$ cat src/rtl/modem_link_pkg.sv
package modem_link_pkg;
  typedef enum logic [1:0] {
    LS_IDLE  = 2'd0,
    LS_WAIT  = 2'd1,
    LS_LINK  = 2'd2,
    LS_DRAIN = 2'd3
  } ls_state_e;
endpackage

$ cat src/rtl/mls_sync.sv
module mls_sync #(
  parameter int STAGES = 2
) (
  input  logic clk,
  input  logic rst,
  input  logic d,
  output logic q
);
  logic [STAGES-1:0] sh;

  generate
    if (STAGES == 1) begin : g_one
      always_ff @(posedge clk) begin
        if (rst) sh <= '0;
        else     sh <= d;
      end
    end else begin : g_chain
      always_ff @(posedge clk) begin
        if (rst) sh <= '0;
        else     sh <= {sh[STAGES-2:0], d};
      end
    end
  endgenerate

  assign q = sh[STAGES-1];
endmodule

$ cat src/rtl/mls_timer.sv
module mls_timer #(
  parameter int LIMIT = 1000
) (
  input  logic clk,
  input  logic rst,
  input  logic run,
  input  logic clr,
  output logic expired
);
  localparam int CW = (LIMIT > 2) ? $clog2(LIMIT) : 1;
  localparam logic [CW-1:0] LAST = CW'(LIMIT - 1);

  logic [CW-1:0] cnt;

  always_ff @(posedge clk) begin
    if (rst || clr || !run) cnt <= '0;
    else if (cnt != LAST)   cnt <= cnt + 1'b1;
  end

  assign expired = run && (cnt == LAST);
endmodule

$ cat src/rtl/mls_fsm.sv
module mls_fsm
  import modem_link_pkg::*;
(
  input  logic clk,
  input  logic rst,
  input  logic req,
  input  logic cts_s,
  input  logic expired,
  output logic tmr_run,
  output logic tmr_clr,
  output logic rts,
  output logic dtr,
  output logic grant,
  output logic tmo
);
  ls_state_e state_q, state_d;
  logic      lock_q;
  logic      tmo_d;

  always_comb begin
    state_d = state_q;
    tmo_d   = 1'b0;
    unique case (state_q)
      LS_IDLE:  if (req && !cts_s && !lock_q) state_d = LS_WAIT;
      LS_WAIT: begin
        if (!req)          state_d = LS_DRAIN;
        else if (cts_s)    state_d = LS_LINK;
        else if (expired) begin
          state_d = LS_IDLE;
          tmo_d   = 1'b1;
        end
      end
      LS_LINK:  if (!req) state_d = LS_DRAIN;
      LS_DRAIN: begin
        if (!cts_s)        state_d = LS_IDLE;
        else if (expired) begin
          state_d = LS_IDLE;
          tmo_d   = 1'b1;
        end
      end
      default:  state_d = LS_IDLE;
    endcase
  end

  always_ff @(posedge clk) begin
    if (rst) begin
      state_q <= LS_IDLE;
      lock_q  <= 1'b0;
      tmo     <= 1'b0;
    end else begin
      state_q <= state_d;
      tmo     <= tmo_d;
      if (tmo_d)     lock_q <= 1'b1;
      else if (!req) lock_q <= 1'b0;
    end
  end

  assign tmr_run = (state_q == LS_WAIT) || (state_q == LS_DRAIN);
  assign tmr_clr = (state_d != state_q);
  assign rts     = (state_q == LS_WAIT) || (state_q == LS_LINK);
  assign dtr     = (state_q == LS_LINK);
  assign grant   = dtr && cts_s;
endmodule

$ cat src/rtl/modem_link_seq.sv
module modem_link_seq #(
  parameter int TMO_CYC     = 1000,
  parameter int SYNC_STAGES = 2
) (
  input  logic clk,
  input  logic rst,
  input  logic open_req,
  input  logic cts_in,
  output logic rts_out,
  output logic dtr_out,
  output logic link_ok,
  output logic tmo_pulse
);
  logic cts_sync;
  logic tmr_run, tmr_clr, tmr_exp;

  mls_sync #(.STAGES(SYNC_STAGES)) u_sync (
    .clk(clk), .rst(rst), .d(cts_in), .q(cts_sync)
  );

  mls_timer #(.LIMIT(TMO_CYC)) u_tmr (
    .clk(clk), .rst(rst), .run(tmr_run), .clr(tmr_clr), .expired(tmr_exp)
  );

  mls_fsm u_fsm (
    .clk(clk), .rst(rst), .req(open_req), .cts_s(cts_sync),
    .expired(tmr_exp), .tmr_run(tmr_run), .tmr_clr(tmr_clr),
    .rts(rts_out), .dtr(dtr_out), .grant(link_ok), .tmo(tmo_pulse)
  );
endmodule

$ cat config.mk
export PLATFORM = sky130hd
export DESIGN_NAME = modem_link_seq
export DESIGN_NICKNAME = d
export VERILOG_FILES = /design/src/rtl/modem_link_pkg.sv /design/src/rtl/mls_sync.sv /design/src/rtl/mls_timer.sv /design/src/rtl/mls_fsm.sv /design/src/rtl/modem_link_seq.sv
export SDC_FILE = /design/constraint.sdc
export NUM_CORES = 1
export LEC_CHECK = 0
export ABC_AREA = 1
export BUFFER_PORTS_ARGS = -buffer_cell sky130_fd_sc_hd__buf_2
export CAP_MARGIN = 20
export CORE_MARGIN = 2
export CORE_UTILIZATION = 45
export DETAILED_ROUTE_END_ITERATION = 10
export PLACE_DENSITY = 0.66
export REMOVE_ABC_BUFFERS = 1
export SETUP_SLACK_MARGIN = 0.4
export SLEW_MARGIN = 5
export SYNTH_ARGS = -nofsm -noshare
export SYNTH_HDL_FRONTEND = slang
export SYNTH_SLANG_ARGS = --single-unit
$ cat constraint.sdc
create_clock -name clk -period 3.8 [get_ports clk]
set_input_delay 0.19 -clock clk [delete_from_list [all_inputs] [get_ports clk]]
set_output_delay 0.19 -clock clk [all_outputs]
set_load 0.05 [all_outputs]
==> reports/metrics.yaml <==
synth_top_area_cell: "dfxtp_1"
finClkSkew_ns: 0.00519
rows: 16
path_class: "flip-flop to flip-flop"
synth_fa_ha_area_share_pct: 6.49
final_max_slew_viol_count: 0
finalCritPeriodShare_pct: 52.0
place_hpwl_microns: 1310
cts.hold.buffers_added: 0
drtAntennaViolNets: 0
synth-seq-cells: 16
cts_root_buf: "clkbuf_4"
ir_worst_vdd_mv: 0.507
cts_buffers: 3
synth_top_family_by_area: "simple AND/OR/NAND/NOR gates"
cp-end-kind: "flip-flop"
dieArea_sq_um: 2530
layoutNonFillerInstCount: 159
grt_pass1_vias: 733
wire_per_inst_microns: 10.4
synth.area.mux_share_pct: 1.04
fin_crit_ns: 1.98
ios: 8
cts_tree: "built"
final_hold_viol_count: 0
setup_viol: 0
synthXorXnorAreaFrac_pct: 7.27
clock-sinks: 16
coreArea_sq_um: 1980
drtPass1Iterations: 4
yosys_warnings: 0
clk_latency_ns: 0.28
numPortBuffers: 7
grt.overflow.total: 0
grt_pass1_wl_microns: 2930
crit_path_max_incr_delay_ns: 0.46
yosysSeqAreaShare_pct: 33.2
totalPowerFinal_uw: 690
drt_wl_total_microns: 1650
dieHeight_microns: 50.3
viasPerCell: 4.73
nNetsFinal: 142
synth_area_leaders: "dfxtp_1 33%, nor3_2 10%, nand2_1 10%"
cts_setup_buffers: 0
htree_levels: 1
dp_cells: 155
synth_area_sq_um: 963
start_util_pct: 48.6
holdWs_ns: 0.112
drtIter0Drc: 18
vias: 752
gp_congestion: 0.817
critPathSlowestCell: "dfxtp_1"
antenna_cells: 0
synthToLayoutAreaGrowth_pct: 10.9
synth.top_cell.area_share_pct: 33.2
worstMarginPinSlew_ns: 0.344
cp-start-kind: "flip-flop"
maxCapViolations: 0
drcViolationCount: 0
p_per_area_nw_per_um2: 645
grt_use_total_pct: 15.4
drive_gt1_share_pct: 25.8
clockBufferDepth: 2
cts-resized-gates: 0
syn_inst: 121
synth.distinct_cells: 23
place_ws_ns: 1.83
crit_chain: "inv_1, ha_1, or2_4, nand4_4, nand2_1, nand2_1, nand2_1, nand2_2, nand2_1, nand2_2, nand3_4, nor3_2"
critPathRequiredTime_ns: 4.01
setup_slack_ns: 1.82
path_common_cell: "nand2_1"
fmax_mhz: 506
hold_class: "primary input to flip-flop"
synth-simple-area-share_pct: 41.9
status: "complete, no violations"
final.setup.tns_ns: 0
antenna_found_initial: 0
rsz0062_at_grt: "no"
clk_pin_slew_worst_paths_ns: 0.09
synth_compound_area_share_pct: 2.21
grt_max_degree: 11
power_leakage_nw: 0.477
maxSlewHeadroom_pct: 77.0
die_width_microns: 50.3
arrival_ns: 2.19
synth_area_per_cell_sq_um: 7.96
crit_fanout: 10
worst paths after layout:
check	from	to	slack, ns	cells past startpoint
max	u_fsm.state_q[1]$_SDFF_PP0_	u_tmr.cnt[0]$_SDFFE_PP0P_	1.82	12
min	cts_in	u_sync.sh[0]$_SDFF_PP0_	0.11	3
max reg2reg	u_fsm.state_q[1]$_SDFF_PP0_	u_tmr.cnt[0]$_SDFFE_PP0P_	1.82	12
min reg2reg	u_sync.sh[0]$_SDFF_PP0_	u_sync.sh[1]$_SDFF_PP0_	0.41	2
stage by stage:
| stage | area (sq um) | utilization [%] |
|---|---|---|
| after floorplan | 963 | - |
| after global placement | 1030 | 52.1 |
| after detailed placement | 1030 | 52.1 |
| after CTS | 1070 | 53.9 |
| after global routing | 1070 | 53.9 |
| final | 1070 | 53.9 |
registers in the layout, indices dropped and copies added (netlist names):
name / flops
u_tmr.cnt: 10
u_fsm.state_q: 2
u_sync.sh: 2
u_fsm.lock_q: 1
u_fsm.tmo: 1
cell usage after synthesis:
library cell / count
nor3_2: 10
nand4_4: 1
o22ai_1: 1
inv_2: 2
nor2_1: 9
nor2_4: 1
inv_1: 18
or2_1: 1
ha_1: 5
nand2_2: 3
nand3_1: 9
mux2i_1: 1
or2_4: 1
nand4_1: 1
a21oi_1: 3
nand3_4: 1
nand3_2: 2
nand2_4: 1
xnor2_1: 2
dfxtp_1: 16
xor2_1: 6
nor2_2: 1
nand2_1: 26
power by group:
part,switching (mW),total (mW),internal (mW)
Combinational,0.268,0.374,0.106
Sequential,0.0228,0.205,0.183
Clock,0.0517,0.110,0.0583
Total,0.343,0.690,0.347
cell families (layout without fill, tap and decap cells):
kind of cell    count (synthesis)  count (layout)
compound gates                  4               4
xor+xnor                        8               8
fa+ha+maj                       5               5
buf+inv                        20              31
flops                          16              16
mux                             1               1
simple gates                   67              67
critical path: cells and delay by family, from the launching register on:
| kind | cells | cell delay (ns) |
|---|---|---|
| adders and majority gates | 1 | 0.23 |
| buffers and inverters | 1 | 0.13 |
| DFF | 1 | 0.46 |
| and+or+nand+nor | 10 | 1.09 |
layer usage:
metal	wire length, microns	vias to the layer above	share of wire [%]	GRT usage (%)
met5	0	-	0	0
met4	14	0	0.85	7.87
met3	66	2	4.0	4.17
met2	711	12	43	23.9
met1	854	335	52	19.4
li1	-	403	-	-
layout by cell type (no fill, tap or decap), drive strengths merged:
cell type	n
nand2	30
inv	20
dfxtp	16
a21oi	3
buf	7
xor2	6
o22ai	1
nand3	12
nor2	11
ha	5
xnor2	2
nor3	10
clkbuf	4
nand4	2
mux2i	1
or2	2
cell type report:
class	count	area (sq um)
tap	27	33.8
clock buffer	4	36.3
timing repair buffer	7	35.0
multi-input combinational	85	568
fill	187	913
sequential	16	320
inverter	20	75.1
Note: power is estimated with default switching activity, not from simulation.
